### config.mk
export PLATFORM = sky130hd
export DESIGN_NAME = qdac_regbank
export DESIGN_NICKNAME = d
export VERILOG_FILES = /design/src/rtl/qdac_pkg.sv /design/src/rtl/qdac_seq.sv /design/src/rtl/qdac_corr.sv /design/src/rtl/qdac_chan.sv /design/src/rtl/qdac_regbank.sv
export SDC_FILE = /design/constraint.sdc
export NUM_CORES = 2
export LEC_CHECK = 0
export BUFFER_PORTS_ARGS = -buffer_cell sky130_fd_sc_hd__buf_2
export CAP_MARGIN = 0
export CORE_ASPECT_RATIO = 0.8
export CORE_MARGIN = 5
export CORE_UTILIZATION = 40
export CTS_CLUSTER_SIZE = 10
export DETAILED_ROUTE_END_ITERATION = 7
export PLACE_DENSITY_LB_ADDON = 0.3
export SLEW_MARGIN = 30
export SYNTH_ARGS = -nofsm -noshare
export SYNTH_HDL_FRONTEND = slang
export SYNTH_SLANG_ARGS = --single-unit
### constraint.sdc
create_clock -name clk -period 28.2 [get_ports clk]
set_input_delay 4.23 -clock clk [delete_from_list [all_inputs] [get_ports clk]]
set_output_delay 4.23 -clock clk [all_outputs]
set_load 0.005 [all_outputs]
### src/rtl/qdac_pkg.sv
package qdac_pkg;

    typedef enum logic [1:0] {
        SEL_DATA = 2'd0,
        SEL_OFFS = 2'd1,
        SEL_GAIN = 2'd2,
        SEL_CTRL = 2'd3
    } wsel_e;

    typedef enum logic [1:0] {
        ST_CLEAR = 2'd0,
        ST_HOLD  = 2'd1,
        ST_TRACK = 2'd2
    } seq_state_e;

endpackage

### src/rtl/qdac_seq.sv
module qdac_seq
    import qdac_pkg::*;
(
    input  logic clk,
    input  logic rst,
    input  logic clr_n,
    input  logic load_n,
    output logic xfer_o,
    output logic in_clear_o
);

    seq_state_e st_q;
    seq_state_e st_d;

    // state register: clear is asynchronous (CLEAR_ASSERT)
    always_ff @(posedge clk or negedge clr_n) begin
        if (!clr_n) begin
            st_q <= ST_CLEAR;
        end else if (rst) begin
            st_q <= ST_HOLD;
        end else begin
            st_q <= st_d;
        end
    end

    // next state
    always_comb begin
        st_d = st_q;
        unique case (st_q)
            ST_CLEAR: st_d = load_n ? ST_HOLD : ST_TRACK;   // RELEASE_HOLD / RELEASE_TRACK
            ST_HOLD:  if (!load_n) st_d = ST_TRACK;         // LOAD_FALL
            ST_TRACK: if (load_n)  st_d = ST_HOLD;          // LOAD_RISE
            default:  st_d = ST_HOLD;
        endcase
    end

    // outputs
    always_comb begin
        xfer_o     = 1'b0;
        in_clear_o = 1'b0;
        unique case (st_q)
            ST_CLEAR: begin
                xfer_o     = 1'b0;
                in_clear_o = 1'b1;
            end
            ST_HOLD:  xfer_o = !load_n;
            ST_TRACK: xfer_o = !load_n;
            default:  xfer_o = 1'b0;
        endcase
    end

endmodule

### src/rtl/qdac_corr.sv
module qdac_corr #(
    parameter int DW = 16
) (
    input  logic          twos,
    input  logic [DW-1:0] code,
    input  logic [DW-1:0] gain,
    input  logic [DW-1:0] offs,
    output logic [DW-1:0] y
);

    localparam int PW = 2 * DW + 3;

    logic [DW-1:0]        c_ob;
    logic signed [DW+1:0] factor;
    logic signed [PW-1:0] a_ext;
    logic signed [PW-1:0] f_ext;
    logic signed [PW-1:0] prod;
    logic signed [PW-1:0] scaled;
    logic signed [PW-1:0] off_ext;
    logic signed [PW-1:0] sum;
    logic signed [PW-1:0] max_ext;

    always_comb begin
        c_ob    = twos ? {~code[DW-1], code[DW-2:0]} : code;
        factor  = $signed({2'b01, {DW{1'b0}}}) + $signed({{2{gain[DW-1]}}, gain});
        a_ext   = $signed({{(PW-DW){1'b0}}, c_ob});
        f_ext   = $signed({{(PW-DW-2){factor[DW+1]}}, factor});
        prod    = a_ext * f_ext;
        scaled  = prod >>> DW;
        off_ext = $signed({{(PW-DW){offs[DW-1]}}, offs});
        sum     = scaled + off_ext;
        max_ext = $signed({{(PW-DW){1'b0}}, {DW{1'b1}}});
        if (sum[PW-1]) begin
            y = '0;
        end else if (sum > max_ext) begin
            y = '1;
        end else begin
            y = sum[DW-1:0];
        end
    end

endmodule

### src/rtl/qdac_chan.sv
module qdac_chan #(
    parameter int DW = 16
) (
    input  logic          clk,
    input  logic          rst,
    input  logic          clr_n,
    input  logic          xfer,
    input  logic          we_data,
    input  logic          we_offs,
    input  logic          we_gain,
    input  logic [DW-1:0] wdata,
    input  logic          twos,
    output logic [DW-1:0] dac_o,
    output logic [DW-1:0] code_o
);

    logic [DW-1:0] in_q;
    logic [DW-1:0] dac_q;
    logic [DW-1:0] off_q;
    logic [DW-1:0] gain_q;
    logic [DW-1:0] in_d;

    assign in_d = we_data ? wdata : in_q;

    always_ff @(posedge clk) begin
        if (rst) begin
            in_q   <= '0;
            off_q  <= '0;
            gain_q <= '0;
        end else begin
            in_q <= in_d;
            if (we_offs) off_q  <= wdata;
            if (we_gain) gain_q <= wdata;
        end
    end

    always_ff @(posedge clk or negedge clr_n) begin
        if (!clr_n) begin
            dac_q <= '0;
        end else if (rst) begin
            dac_q <= '0;
        end else if (xfer) begin
            dac_q <= in_d;
        end
    end

    assign dac_o = dac_q;

    qdac_corr #(.DW(DW)) u_corr (
        .twos (twos),
        .code (dac_q),
        .gain (gain_q),
        .offs (off_q),
        .y    (code_o)
    );

endmodule

### src/rtl/qdac_regbank.sv
module qdac_regbank
    import qdac_pkg::*;
#(
    parameter int NCH = 4,
    parameter int DW  = 16,
    localparam int CHW = $clog2(NCH)
) (
    input  logic             clk,
    input  logic             rst,
    input  logic             clr_n,
    input  logic             load_n,
    input  logic             wr_en,
    input  logic [CHW-1:0]   wr_ch,
    input  logic [1:0]       wr_sel,
    input  logic [DW-1:0]    wr_data,
    output logic [NCH*DW-1:0] code_o
);

    logic              xfer;
    logic              in_clear;
    logic              twos_q;
    logic [NCH*DW-1:0] dac_flat;

    qdac_seq u_seq (
        .clk        (clk),
        .rst        (rst),
        .clr_n      (clr_n),
        .load_n     (load_n),
        .xfer_o     (xfer),
        .in_clear_o (in_clear)
    );

    always_ff @(posedge clk) begin
        if (rst) begin
            twos_q <= 1'b0;
        end else if (wr_en && (wr_sel == SEL_CTRL)) begin
            twos_q <= wr_data[0];
        end
    end

    for (genvar k = 0; k < NCH; k++) begin : g_ch
        logic hit;
        assign hit = wr_en && (wr_ch == CHW'(k));

        qdac_chan #(.DW(DW)) u_chan (
            .clk     (clk),
            .rst     (rst),
            .clr_n   (clr_n),
            .xfer    (xfer),
            .we_data (hit && (wr_sel == SEL_DATA)),
            .we_offs (hit && (wr_sel == SEL_OFFS)),
            .we_gain (hit && (wr_sel == SEL_GAIN)),
            .wdata   (wr_data),
            .twos    (twos_q),
            .dac_o   (dac_flat[k*DW +: DW]),
            .code_o  (code_o[k*DW +: DW])
        );
    end

endmodule

# == Word level (Yosys, flattened, before mapping) ==
# Index checks and enable logic that the tools add are counted.
# classes
add_sub_neg,8
mul,4
n_lt_le_gt_ge,4
n_eq_ne,10
muxes,30
n_bitwise,4
reduce_logical,24
# ops
op,count
16-bit two-way mux,24
17-bit by 18-bit multiplier with 35-bit output,4
19-bit by 16-bit adder with 20-bit output,4
20-bit by 17-bit greater-than comparator with 1-bit output (second input constant),4
18-bit by 16-bit adder with 18-bit output (first input constant),4
1-bit logical AND,17
2-bit equality test (second input constant),5
2-bit two-way mux,4
2-bit by 1-bit equality test with 1-bit output (second input constant),3
2-bit logical NOT,3
3-bit inequality test (second input constant),2
2-bit one-hot mux with 3 select lines,1
1-bit NOT,4
2-bit AND reduction,1
2-bit nonzero test,1
2-bit OR reduction,1
1-bit logical NOT,1
1-bit two-way mux,1
# totals
ff_bits,259
input_bits,25
out_inout_bits,64
wordCells,102

# == Longest topological paths before layout ==
# depth
depth_word,7
ltp_mapped,35
mapped_depth_nobuf,32

# == Cells and area by module ==
# From an unflattened synthesis, not the netlist that was laid out.
# unflattened
hier_cells,5443
area_unflattened_um2,49192.2
# by_module_without_submodules
mod,n_inst,cells_each,area_per_inst_um2,seq_area_each_um2
qdac_corr (g_ch[3].u_chan.u_corr),1,1163,9963.3,0.0
qdac_corr (g_ch[0].u_chan.u_corr),1,1157,9959.6,0.0
qdac_corr (g_ch[1].u_chan.u_corr),1,1127,9928.3,0.0
qdac_corr (g_ch[2].u_chan.u_corr),1,1127,9821.9,0.0
qdac_chan,4,208,2304.7,1361.3
qdac_seq,1,14,156.4,50.0
qdac_regbank,1,23,143.9,20.0

# == Worst setup path before layout ==
# No wires, ideal clock.
# synth_timing
path_kind,reg-to-output
startpoint,reg g_ch[1].u_chan.dac_q[8]
endpoint,out code_o[23]
arrival_time_ns,8.373
t_required_ns,23.970
path_slack_ns,15.597
path_stages_with_launch,35
path_buffers,4
path_cell_list,dfrtp_1 clkbuf_1 clkbuf_1 nand2_1 fa_1 inv_1 fa_1 inv_1 fa_1 inv_1 fa_1 fa_1 inv_1 fa_1 inv_1 ha_1 and4_1 and2_1 a31oi_1 a21oi_1 or4_1 a21o_1 a21oi_1 xnor2_1 ha_1 and3_1 and3_1 a211oi_2 o31ai_2 a2111oi_1 a41o_1 or4_4 buf_6 buf_8 o21a_1
# synth_via
elab_chain_len,6
# synth_lines
element,line,rtl
"start, declared",qdac_chan.sv:18,logic [DW-1:0] dac_q;
"start signal, assigned",qdac_chan.sv:43,dac_q <= in_d;
16-bit two-way mux *,qdac_corr.sv:24,"c_ob = twos ? {~code[DW-1], code[DW-2:0]} : code;"
17-bit by 18-bit multiplier with 35-bit output *,qdac_corr.sv:28,prod = a_ext * f_ext;
19-bit by 16-bit adder with 20-bit output *,qdac_corr.sv:31,sum = scaled + off_ext;
20-bit by 17-bit greater-than comparator with 1-bit output,qdac_corr.sv:35,end else if (sum > max_ext) begin
16-bit two-way mux,qdac_corr.sv:35,
16-bit two-way mux *,qdac_corr.sv:33,if (sum[PW-1]) begin
"end, declared",qdac_regbank.sv:16,output logic [NCH*DW-1:0] code_o
# Mark *: on every way between the ends. The rest lies on a longest branch, timed or not.

# == Worst setup path after layout ==
# layout_timing
startpoint,reg g_ch[0].u_chan.dac_q[8]
endpoint,out code_o[11]
# layout_via
elab_chain_len,6
# layout_lines
element,line
"start, declared",qdac_chan.sv:18
"start signal, assigned",qdac_chan.sv:43
16-bit two-way mux *,qdac_corr.sv:24
17-bit by 18-bit multiplier with 35-bit output *,qdac_corr.sv:28
19-bit by 16-bit adder with 20-bit output *,qdac_corr.sv:31
20-bit by 17-bit greater-than comparator with 1-bit output,qdac_corr.sv:35
16-bit two-way mux,qdac_corr.sv:35
16-bit two-way mux *,qdac_corr.sv:33
# Marks and branches as above.

==> results.ini <==
[outcome]
outcome=finished clean

[clock_network]
cts-buffers-inserted=34
cts_setup_buffers=0
clock_latency_ps=560
cts_tree=built
h-tree-depth=2
cts-resized-gates=0
clock-root-buffer=clkbuf_16
clockBufferDepth=3
path_clk_slew_ps=60
hold_buffers=0
clock_sinks=259

[placement]
io_buffers=88
gp_congestion=0.864
hpwl_um=94600
pre_cts_ws_ps=14660

[worst_setup_path]
worstRegToRegCells=6
cp_max_fo=18
end_kind=primary output
crit_buf_inv=6
slowest_delay_ps=840
critPathArrivalTime_ps=9840
r2r_start=u_seq.st_q[0]
rrSetupSlack_ps=25800
cp-start-kind=flip-flop
r2r-end=g_ch[1].u_chan.dac_o[13]
cp.required_ps=23970
critPathSlowestCell=dfrtp_1
worstSetupPathType=reg -> out
worst_path_most_repeated_cell=fa_1
crit_family=adder cells

[pwr]
switching_power_w=0.000256
irDropWorstVdd_uv=26.2
pwr-share-comb=0.115
switching_share=0.281
pwr-share-seq=0.422
power.internal_w=0.000655
power.total_w=0.000911
pwr-share-clk=0.464
p_leak_nw=27.0
power.density_mw_per_mm2=17.6

[drt]
routed_via_density=5.08
num_vias=36400
drtIter0Drc=2004
antenna_left=0
first_pass_iters=5
detail_route.wl_per_cell_um=17.0
wl_um=122000
drc=0

[min_path]
hold_path_end=g_ch[2].u_chan.gain_q[9]
worstHoldStart=g_ch[2].u_chan.gain_q[9]
min_path_cells=2
hold_class=reg -> reg

[floorplan]
start_util=0.403
core_mm2=0.121
die_x_um=400
die_area_mm2=0.129
die_y_um=322
io_pins=89
rows=114

[synthesis]
yosysSeqAreaShare=0.113
synth.area.mux_share=0.0170
synthXorXnorAreaFrac=0.0214
synth_area_mm2=0.0488
synthArstFlopShare=0.255
ys_warn_count=0
syn_inst=5596
synth_adder_area_share=0.485
synthSimpleGateAreaFrac=0.173
synth-compound-area-share=0.0887
synth_top_family_by_area=adder cells
ys.flop_type=dfxtp_1
synth_area_per_cell_um2=8.72
synth_edf_count=0
synth-seq-cells=259
ys_types=84

[timing]
drv_slew=0
setup_ws_ps=14130
clock.fmax_mhz=71.1
rsz0062_at_grt=no
finClkSkew_ps=30.7
worst_pin_slew_ps=970
relSlewSlack=0.352
period_minus_slack_ps=14070
setup_tns_ps=0
finalHoldViolCount=0
fin_crit_sh=0.499
holdWs_ps=454
finalSetupViolCount=0

[layout]
syn_to_final_growth_pct=6.01
fin_util=0.428
fillers=12100
drive_gt1_frac=0.0380
fin_nets=6919

[global_route]
grt_pass1_wl_um=203000
grt_usage=0.191
grt.overflow.total=0
antenna_found_initial=10
grt_pass1_vias=37700
grt_max_degree=130

[job]
cap_violations=0

[cells in the mapped netlist (22+ instances only)]
library cell,count,area (um^2)
a21o_1,52,390
a21oi_1,263,1320
a31oi_1,30,188
and2_1,433,2710
and3_1,22,138
clkbuf_1,260,976
dfrtp_1,66,1650
dfxtp_1,193,3860
fa_1,836,16700
ha_1,555,6940
inv_1,1046,3930
mux2i_1,77,771
nand2_1,890,3340
nand2b_1,48,300
nand3_1,28,140
nand3b_1,66,495
nor2_1,160,601
nor2b_1,41,257
nor3_1,24,120
o21a_1,54,405
o21ai_0,52,260
o31ai_1,75,563
xnor2_1,73,639
xor2_1,46,403
[power by group through the flow]
stage,Sequential (W),Combinational [W],Clock (W)
6_report,0.000384,0.000105,0.000423
5_1_grt,0.000385,0.000116,0.000448
4_1_cts,0.000384,0.000105,0.000433
3_5_place_dp,0.000392,0.000104,0
3_3_place_gp,0.000391,0.000103,0
2_1_floorplan,0.000383,0.0000701,0
[metrics by stage]
stage	cells	instance area, um^2
global placement	7090	50600
floorplan	5607	48800
finish	7157	51700
detailed placement	7091	50600
CTS	7153	51700
global route	7153	51700
[how the worst max path moves through the flow]
stage | start | end | slack [ps] | depth (start not counted)
after global placement | g_ch[0].u_chan.dac_o[8] | code_o[11] | 14760 | 26
final | g_ch[0].u_chan.dac_o[8] | code_o[11] | 14130 | 30
after detailed placement | g_ch[1].u_chan.gain_q[7] | code_o[21] | 14660 | 31
after CTS | g_ch[1].u_chan.dac_o[3] | code_o[21] | 14050 | 29
after global routing | g_ch[0].u_chan.dac_o[8] | code_o[13] | 13520 | 27
after floorplan | g_ch[1].u_chan.dac_o[8] | code_o[23] | 15600 | 34
[state kept, by name (all words and copies together) (netlist names)]
signal              count
g_ch.u_chan.dac_o      64
twos_q                  1
g_ch.u_chan.in_q       64
g_ch.u_chan.gain_q     64
u_seq.st_q              2
g_ch.u_chan.off_q      64
[cells in the final DEF (no fill, tap or decap), types with 77 or more instances in the layout]
cell type / synthesis / routed
nor2_1: 160 / 157
and2_1: 433 / 433
buf_2: 2 / 86
inv_1: 1046 / 1046
dfxtp_1: 193 / 193
ha_1: 555 / 555
fa_1: 836 / 836
a21oi_1: 263 / 261
mux2i_1: 77 / 77
nand2_1: 890 / 888
[tightest hold or removal path: cells and delay by family (launching register included)]
| family | cells | cell delay [ps] |
|---|---|---|
| and+or+nand+nor | 1 | 50 |
| AOI/OAI and AO/OA | 1 | 50 |
| DFF | 1 | 300 |
[cells by family after synthesis]
| kind of cell | after synthesis |
|---|---|
| simple gates | 1759 |
| fa+ha+maj | 1391 |
| buf+inv | 1312 |
| compound gates | 673 |
| flops | 259 |
| xor+xnor | 119 |
| mux | 82 |
| other cells | 1 |
[layer usage]
layer | share of wire | track usage | wire length (um) | up-vias
met3 | 0.060 | 0.0302 | 7300 | 123
met1 | 0.47 | 0.277 | 57900 | 18300
li1 | - | - | - | 17100
met2 | 0.45 | 0.308 | 54900 | 765
met5 | 0.00033 | 0 | 40 | -
met4 | 0.015 | 0.0330 | 1840 | 6
[area by class of cell]
type                       count  area, um^2  area share
clock inverter                 7        88.8     0.00172
tap                         1624        2030      0.0393
timing repair buffer         126         742      0.0143
inverter                    1046        3930      0.0759
multi-input combinational   4036       38400       0.743
sequential                   259        5520       0.107
clock buffer                  55         981      0.0190
antenna                        4        10.0    0.000194
Note: power is estimated with default switching activity, not from simulation.
